<file path="config.mk">
export PLATFORM = sky130hd
export DESIGN_NAME = pla_array
export DESIGN_NICKNAME = d
export VERILOG_FILES = /design/src/rtl/pla_pkg.sv /design/src/rtl/pla_cfg_loader.sv /design/src/rtl/pla_and_plane.sv /design/src/rtl/pla_or_plane.sv /design/src/rtl/pla_array.sv
export SDC_FILE = /design/constraint.sdc
export NUM_CORES = 1
export LEC_CHECK = 0
export BUFFER_PORTS_ARGS = -buffer_cell sky130_fd_sc_hd__buf_4
export CORE_UTILIZATION = 50
export CTS_CLUSTER_DIAMETER = 100
export CTS_CLUSTER_SIZE = 25
export DETAILED_ROUTE_END_ITERATION = 8
export PLACE_DENSITY = 0.67
export SYNTH_ARGS = -nofsm -noshare
export SYNTH_HDL_FRONTEND = slang
export SYNTH_HIERARCHICAL = 1
export SYNTH_SLANG_ARGS = --single-unit
</file>
<file path="constraint.sdc">
create_clock -name clk -period 2.6 [get_ports clk]
set_input_delay 0.78 -clock clk [delete_from_list [all_inputs] [get_ports clk]]
set_output_delay 0.78 -clock clk [all_outputs]
set_load 0.005 [all_outputs]
</file>
<file path="src/rtl/pla_pkg.sv">
// Package: sizes and derived widths shared by the logic array and its checker.
// Assumes the literal mask is at least as wide as the connection mask, so one word carries either.
package pla_pkg;
    parameter int N_IN   = 4;
    parameter int N_TERM = 6;
    parameter int N_OUT  = 3;

    localparam int LIT_W     = 2 * N_IN;
    localparam int CFG_W     = (LIT_W > N_TERM) ? LIT_W : N_TERM;
    localparam int N_WORDS   = N_TERM + N_OUT;
    localparam int PTR_W     = $clog2(N_WORDS + 1);
endpackage

</file>
<file path="src/rtl/pla_cfg_loader.sv">
// Module: configuration loader.
// Takes one word per clock while cfg_load is high and stores literal masks, then connection masks.
// Assumes a word is taken on every edge that sees cfg_load high, with no handshake.
module pla_cfg_loader #(
    parameter int N_IN   = pla_pkg::N_IN,
    parameter int N_TERM = pla_pkg::N_TERM,
    parameter int N_OUT  = pla_pkg::N_OUT,
    localparam int LIT_W   = 2 * N_IN,
    localparam int CFG_W   = (LIT_W > N_TERM) ? LIT_W : N_TERM,
    localparam int N_WORDS = N_TERM + N_OUT,
    localparam int PTR_W   = $clog2(N_WORDS + 1)
) (
    input  logic                              clk,
    input  logic                              rst_n,
    input  logic                              cfg_load,
    input  logic [CFG_W-1:0]                  cfg_word,
    output logic [N_TERM-1:0][LIT_W-1:0]      lit_mask,
    output logic [N_OUT-1:0][N_TERM-1:0]      conn_mask,
    output logic [PTR_W-1:0]                  word_ptr,
    output logic                              done
);
    localparam logic [PTR_W-1:0] LAST_IDX = PTR_W'(N_WORDS - 1);
    localparam logic [PTR_W-1:0] END_IDX  = PTR_W'(N_WORDS);

    logic take;

    // Purpose: a word is taken only while loading and before the sequence ends.
    always_comb begin
        take = cfg_load && (word_ptr < END_IDX);
    end

    // Purpose: advance the word position and track completion.
    always_ff @(posedge clk) begin
        if (!rst_n) begin
            word_ptr <= '0;
            done     <= 1'b0;
        end else if (cfg_load) begin
            if (take) begin
                word_ptr <= word_ptr + 1'b1;
                if (word_ptr == '0)
                    done <= 1'b0;
                if (word_ptr == LAST_IDX)
                    done <= 1'b1;
            end
        end else begin
            word_ptr <= '0;
        end
    end

    genvar t;
    generate
        for (t = 0; t < N_TERM; t++) begin : g_lit
            // Purpose: store the literal mask of term t when its word arrives.
            always_ff @(posedge clk) begin
                if (!rst_n)
                    lit_mask[t] <= '0;
                else if (take && word_ptr == PTR_W'(t))
                    lit_mask[t] <= cfg_word[LIT_W-1:0];
            end
        end
    endgenerate

    genvar o;
    generate
        for (o = 0; o < N_OUT; o++) begin : g_conn
            // Purpose: store the connection mask of output o when its word arrives.
            always_ff @(posedge clk) begin
                if (!rst_n)
                    conn_mask[o] <= '0;
                else if (take && word_ptr == PTR_W'(N_TERM + o))
                    conn_mask[o] <= cfg_word[N_TERM-1:0];
            end
        end
    endgenerate
endmodule

</file>
<file path="src/rtl/pla_and_plane.sv">
// Module: AND plane.
// Forms every product term from the true and inverted literals that its mask selects.
// Assumes literal mask bit 2i is the true form of input i and bit 2i+1 is its inverted form.
module pla_and_plane #(
    parameter int N_IN   = pla_pkg::N_IN,
    parameter int N_TERM = pla_pkg::N_TERM,
    localparam int LIT_W = 2 * N_IN
) (
    input  logic [N_IN-1:0]                   in_bits,
    input  logic [N_TERM-1:0][LIT_W-1:0]      lit_mask,
    output logic [N_TERM-1:0]                 terms
);
    logic [LIT_W-1:0] literals;

    genvar i;
    generate
        for (i = 0; i < N_IN; i++) begin : g_lits
            // Purpose: place each input in both of its forms.
            always_comb begin
                literals[2*i]   = in_bits[i];
                literals[2*i+1] = ~in_bits[i];
            end
        end
    endgenerate

    genvar t;
    generate
        for (t = 0; t < N_TERM; t++) begin : g_term
            // Purpose: an unselected literal counts as 1, so an empty term is 1.
            always_comb begin
                terms[t] = &(literals | ~lit_mask[t]);
            end
        end
    endgenerate
endmodule

</file>
<file path="src/rtl/pla_or_plane.sv">
// Module: OR plane.
// Each output is the OR of the product terms its connection mask selects.
// Assumes the term vector and the masks use the same bit order.
module pla_or_plane #(
    parameter int N_TERM = pla_pkg::N_TERM,
    parameter int N_OUT  = pla_pkg::N_OUT
) (
    input  logic [N_TERM-1:0]                 terms,
    input  logic [N_OUT-1:0][N_TERM-1:0]      conn_mask,
    output logic [N_OUT-1:0]                  sums
);
    genvar o;
    generate
        for (o = 0; o < N_OUT; o++) begin : g_sum
            // Purpose: an empty mask gives 0.
            always_comb begin
                sums[o] = |(terms & conn_mask[o]);
            end
        end
    endgenerate
endmodule

</file>
<file path="src/rtl/pla_array.sv">
// Module: configurable sum-of-products array (top).
// Holds both planes in registers and computes outputs from the inputs with no clock in the path.
// Assumes the outputs may only be trusted once cfg_done is set; until then they are held at zero.
module pla_array #(
    parameter int N_IN   = pla_pkg::N_IN,
    parameter int N_TERM = pla_pkg::N_TERM,
    parameter int N_OUT  = pla_pkg::N_OUT,
    localparam int LIT_W   = 2 * N_IN,
    localparam int CFG_W   = (LIT_W > N_TERM) ? LIT_W : N_TERM,
    localparam int N_WORDS = N_TERM + N_OUT,
    localparam int PTR_W   = $clog2(N_WORDS + 1)
) (
    input  logic              clk,
    input  logic              rst_n,
    input  logic              cfg_load,
    input  logic [CFG_W-1:0]  cfg_word,
    output logic              cfg_done,
    input  logic [N_IN-1:0]   logic_in,
    output logic [N_OUT-1:0]  logic_out
);
    logic [N_TERM-1:0][LIT_W-1:0]  lit_mask;
    logic [N_OUT-1:0][N_TERM-1:0]  conn_mask;
    logic [PTR_W-1:0]              word_ptr;
    logic [N_TERM-1:0]             term_vec;
    logic [N_OUT-1:0]              sum_vec;

    pla_cfg_loader #(.N_IN(N_IN), .N_TERM(N_TERM), .N_OUT(N_OUT)) u_loader (
        .clk       (clk),
        .rst_n     (rst_n),
        .cfg_load  (cfg_load),
        .cfg_word  (cfg_word),
        .lit_mask  (lit_mask),
        .conn_mask (conn_mask),
        .word_ptr  (word_ptr),
        .done      (cfg_done)
    );

    pla_and_plane #(.N_IN(N_IN), .N_TERM(N_TERM)) u_and (
        .in_bits  (logic_in),
        .lit_mask (lit_mask),
        .terms    (term_vec)
    );

    pla_or_plane #(.N_TERM(N_TERM), .N_OUT(N_OUT)) u_or (
        .terms     (term_vec),
        .conn_mask (conn_mask),
        .sums      (sum_vec)
    );

    // Purpose: hold the outputs at zero until a full configuration is in place.
    always_comb begin
        logic_out = cfg_done ? sum_vec : '0;
    end
endmodule

</file>
## Word level (Yosys, flattened, before mapping)

Cells that the tools add are included.

| storage, ports and cells | value |
|---|---|
| flip-flop bits (word level) | 71 |
| bits in latches | 0 |
| RAM bits | 0 |
| memory bits (read-only) | 0 |
| bits of input ports | 15 |
| output and inout bits | 4 |
| word-level logic and storage cells | 66 |
| memories | 0 |

| cells by class | value |
|---|---|
| add/subtract/negate cells | 1 |
| multipliers | 0 |
| divide/modulo/power cells | 0 |
| magnitude comparators | 1 |
| eq/ne operators | 8 |
| shift operators | 0 |
| multiplexer cells | 3 |
| bitwise gates (word level) | 19 |
| reductions and logical operators | 23 |

Operators with widths:

| cell | number |
|---|---|
| inverter 8 bit | 6 |
| bitwise OR 8 bit | 6 |
| AND reduction 8 bit | 6 |
| bitwise AND 6 bit | 3 |
| OR reduction 6 bit | 3 |
| equality test 4 x 3 -> 1 bit, second input constant | 4 |
| logical AND 1 bit | 10 |
| equality test 4 x 2 -> 1 bit, second input constant | 2 |
| adder 4 x 1 -> 4 bit, second input constant | 1 |
| equality test 4 x 1 -> 1 bit, second input constant | 1 |
| equality test 4 bit, second input constant | 1 |
| logical NOT 4 bit | 1 |
| less-than comparator 4 bit, second input constant | 1 |
| inverter 1 bit | 4 |
| two-way mux 3 bit | 1 |
| AND reduction 3 bit | 1 |
| two-way mux 1 bit | 2 |
| AND reduction 2 bit | 1 |
| nonzero test 2 bit | 1 |

## Depth between registers and ports, before layout

| depth | value |
|---|---|
| depth after elaboration | 6 |
| mapped depth | 6 |
| depth with buffers taken out | 5 |

## Cells and area by module

The synthesis kept the hierarchy.

Modules (own cells, without submodules):

| module | instances | cells each | area an instance (µm²) | sequential area each (µm²) |
|---|---|---|---|---|
| pla_cfg_loader | 1 | 284 | 2919.0 | 1421.4 |
| pla_and_plane | 1 | 34 | 334.1 | 0.0 |
| pla_or_plane | 1 | 12 | 82.6 | 0.0 |
| pla_array | 1 | 3 | 18.8 | 0.0 |

## Least setup slack after synthesis

Ideal clock, no wire load.

| timing | value |
|---|---|
| path kind | input-to-output |
| start | in logic_in[2] |
| end | out logic_out[0] |
| data arrival time | 1.623 ns |
| data required time | 1.820 ns |
| setup slack | 0.197 ns |
| cell stages on the path | 6 |
| cell sequence | buf_6 > mux2i_1 > and4_1 > a22oi_1 > nand3_1 > and2_1 |

| between the ends | value |
|---|---|
| longest elaborated chain between the ends | 6 |

Ends and longest elaborated chain:

| what | RTL line | source |
|---|---|---|
| from (decl) | pla_array.sv:18 | `input logic [N_IN-1:0] logic_in,` |
| inverter 1 bit | pla_and_plane.sv:21 | `literals[2*i+1] = ~in_bits[i];` |
| bitwise OR 8 bit * | pla_and_plane.sv:31 | `terms[t] = &(literals \| ~lit_mask[t]);` |
| AND reduction 8 bit * | pla_and_plane.sv:31 |  |
| net term_vec[0] | pla_array.sv:24 | `logic [N_TERM-1:0] term_vec;` |
| bitwise AND 6 bit * | pla_or_plane.sv:17 | `sums[o] = \|(terms & conn_mask[o]);` |
| OR reduction 6 bit * | pla_or_plane.sv:17 |  |
| net sum_vec[0] | pla_array.sv:25 | `logic [N_OUT-1:0] sum_vec;` |
| two-way mux 3 bit * | pla_array.sv:52 | `logic_out = cfg_done ? sum_vec : '0;` |
| to (decl) | pla_array.sv:19 | `output logic [N_OUT-1:0] logic_out` |

The timed path passes the listed nets; every way through them passes the cells marked *.

## Worst setup path after layout

| timing | value |
|---|---|
| start | in logic_in[1] |
| end | out logic_out[0] |

The elaborated chain is that of the path after synthesis.

==> summary.txt <==
Timing
  • Setup TNS Final: 0 ps
  • Post-layout minimum cycle time: 2594 ps
  • RSZ-0062 raised after global routing: yes
  • FMAX: 385.5 MHz
  • Clock skew: 10.34 ps
  • Fin. Hold Viols: 0
  • # setup viols final: 0
  • Final Max Slew Viols: 0
  • Setup WS post-layout: 6.219 ps
  • Final Cycle Share: 99.76%
  • Worst Max-Slew Pin Slew: 527.5 ps
  • Slew HR: 64.83%

Setup path
  • Required @ worst endpoint: 1820 ps
  • Crit Path Class: in -> out
  • Slowest CP cell: and4_4
  • Worst R2R Path Depth: 5
  • CP Launch Type: primary input
  • Crit path cell chain: buf_12 > mux2i_1 > and4_4 > a22oi_2 > nand3_1 > and2_1 > buf_4
  • Worst reg2reg startpoint: u_loader/word_ptr[0]
  • Reg2reg end: u_loader/lit_mask[16]
  • WP data arrival: 1810 ps
  • CP max FO: 6
  • Max incr delay on CP: 220 ps
  • Crit path capture type: output pin
  • Slack of the worst reg-to-reg path: 930 ps

Min path
  • Worst hold path type: reg -> reg
  • Hold endpoint: u_loader/lit_mask[32]
  • Hold Path Depth: 2
  • Startpoint of the worst hold path: u_loader/lit_mask[32]

Power
  • Leakage: 0.001423 uW
  • Sw Share: 21.91%
  • Tot Pwr: 2277 uW
  • Share of total power in combinational logic: 7.7%
  • Cell-internal power: 1778 uW
  • Cell area power density: 608.5 mW/mm2
  • Clk pwr share: 43.3%
  • Peak supply drop: 0.2486 mV
  • Psw: 498.8 uW
  • Seq pwr share: 49.0%

Die
  • IO Pins: 19
  • # rows: 29
  • Starting density of the core: 52.23%
  • Die Span X: 83.91 um
  • Core ar.: 0.006422 mm2
  • Die ar.: 0.007041 mm2
  • Die height: 83.91 um

Job
  • Max Cap Viol: 0

Yosys
  • Cells after synthesis: 333
  • Flip-flop and latch count after synthesis: 71
  • Yosys cell types: 30
  • Synth Flop Type: dfxtp_1
  • Synth area leader: dfxtp_1
  • Post-synth ARST share: 0%
  • Yosys top cell area share: 42.37%
  • Number of flops mapped to enable cells by yosys: 0
  • Syn_area_per_cell: 10.07 um2
  • Yosys warning total: 6
  • Mapped Nets: 353
  • Synth top area cells: dfxtp_1 (42%), mux2i_1 (22%), nor2b_1 (8.4%)
  • Post-synthesis sequential area ratio: 42.37%
  • Synth Cell Area: 0.003354 mm2

Drt
  • DR DRC count: 8
  • Drt first-iter violations: 79
  • Wire per inst: 17.19 um
  • Vias post-DR: 2256
  • First-pass detailed-route iteration total: 7
  • Routed WL: 7184 um
  • Post-route antenna net violation count: 0
  • Vias per cell: 5.397

Outcome
  • Failing checks: DRC
  • Status: complete, but fails checks

CTS
  • Clock slew at reported path FFs: 70 ps
  • Clock tree buffer depth: 2
  • Cts bufs inserted: 9
  • Post-CTS Hold Fix Bufs: 0
  • Root Buffer: clkbuf_8
  • Clock Sink Count: 71
  • H-tree depth reported by CTS: 3
  • Clock Latency Late Sink: 340 ps
  • CTS tree: built

Place
  • Port Buffers: 18
  • HPWL Detailed: 5023 um
  • Cell Area, Placed: 0.003421 mm2
  • GP Congestion: 0.8716
  • DP Worst Slack: -121.7 ps

Global routing
  • Initial antenna violation count: 0
  • Gr ovfl total: 0
  • First-pass GRT wire length: 11220 um
  • Vias in the first global route: 2107
  • Largest net degree at the start of global routing: 44
  • Total Routing Usage GR: 21.22%

Finish
  • Total Nets Final: 356
  • Synth-to-layout area growth: 11.56%
  • Filler Cells Inserted: 553
  • ANT cells: 0
  • Share of cells above drive strength 1: 16.72%
  • Final instance area: 0.003742 mm2
what timing repair did:
| item | 4_1_cts | 5_1_grt |
|---|---|---|
| pin swaps | 10 | 5 |
| gates resized for setup | 16 | 12 |
| endpoints found under the setup margin | 3 | 3 |
| buffers inserted | 0 | 0 |
sequential cells by signal, indices dropped and copies added, names as in the netlist:
| name | flops |
|---|---|
| u_loader/conn_mask | 18 |
| u_loader/done | 1 |
| u_loader/word_ptr | 4 |
| u_loader/lit_mask | 48 |
power groups by stage:
stage | registers (uW) | clock network [uW] | logic [uW]
after floorplan | 1140 | 0 | 123
after global placement | 1140 | 0 | 157
after detailed placement | 1140 | 0 | 159
after CTS | 1120 | 1000 | 170
after global routing | 1120 | 1050 | 187
final | 1120 | 986 | 175
how the worst max path moves through the flow:
stage / slack (ps) / end / from / cells after the start
after CTS: 5 / logic_out[1] / logic_in[1] / 7
after global placement: -90 / logic_out[1] / logic_in[2] / 7
after detailed placement: -120 / logic_out[1] / logic_in[1] / 7
after floorplan: 200 / logic_out[0] / logic_in[2] / 6
after global routing: -20 / logic_out[0] / logic_in[0] / 7
final: 6 / logic_out[0] / logic_in[1] / 7
final cells by class:
cell class	instances	area, um2	share of cell area, %
timing repair buffer	19	173.9	4.647
sequential	71	1421	37.98
tap	77	96.34	2.574
inverter	3	11.26	0.3009
multi-input combinational	232	1815	48.51
clock buffer	13	158.9	4.246
clock inverter	3	65.06	1.739
layer usage:
metal,routed length (um),track usage [%]
met1,3531,27.58
met2,3339,34.65
met3,184,3.165
met4,128,9.875
met5,0,0
worst max-delay path, delay by kind of cell:
kind / cells / cell delay [ps]
AND/OR/NAND/NOR: 3 / 460
buffers and inverters: 2 / 250
AO/OA/AOI/OAI: 1 / 200
multiplexers: 1 / 130
logic make-up (layout without fill, tap and decap cells):
kind of cell / after synthesis / count (layout) / share of synthesized area, %
fa+ha+maj: 5 / 5 / 1.865
buf+inv: 30 / 38 / 5.483
simple gates: 121 / 121 / 21.41
flops: 71 / 71 / 42.37
mux: 74 / 74 / 22.08
compound gates: 32 / 32 / 6.788
synth_stat cells (4+ instances only):
| cell type | count |
|---|---|
| mux2i_1 | 74 |
| buf_4 | 6 |
| buf_6 | 5 |
| and4_1 | 6 |
| a21oi_1 | 4 |
| a21boi_0 | 13 |
| clkbuf_1 | 7 |
| dfxtp_1 | 71 |
| buf_2 | 9 |
| ha_1 | 5 |
| nor2b_1 | 45 |
| a22oi_1 | 9 |
| nand2_1 | 45 |
| nand3_1 | 6 |
cell usage in the layout (no fill, tap or decap), types with 4 or more instances in the layout:
cell      count
nor2b_1      45
dfxtp_1      71
nand3_1       6
buf_4        15
ha_1          5
mux2i_1      71
and4_4        6
clkbuf_8     11
nand2_1      45
a22oi_2       8
a21oi_1       4
a21boi_0     13
per-stage QoR:
stage | std cells | utilization [%] | hold WS [ps]
6_report | 418 | 58.27 | 456.8
3_3_place_gp | 402 | 53.26 | 445.3
2_1_floorplan | 333 | - | 434.4
4_1_cts | 418 | 57.53 | 459.3
5_1_grt | 418 | 58.27 | 480.9
3_5_place_dp | 402 | 53.26 | 449.3
Note: power is estimated with default switching activity, not from simulation.
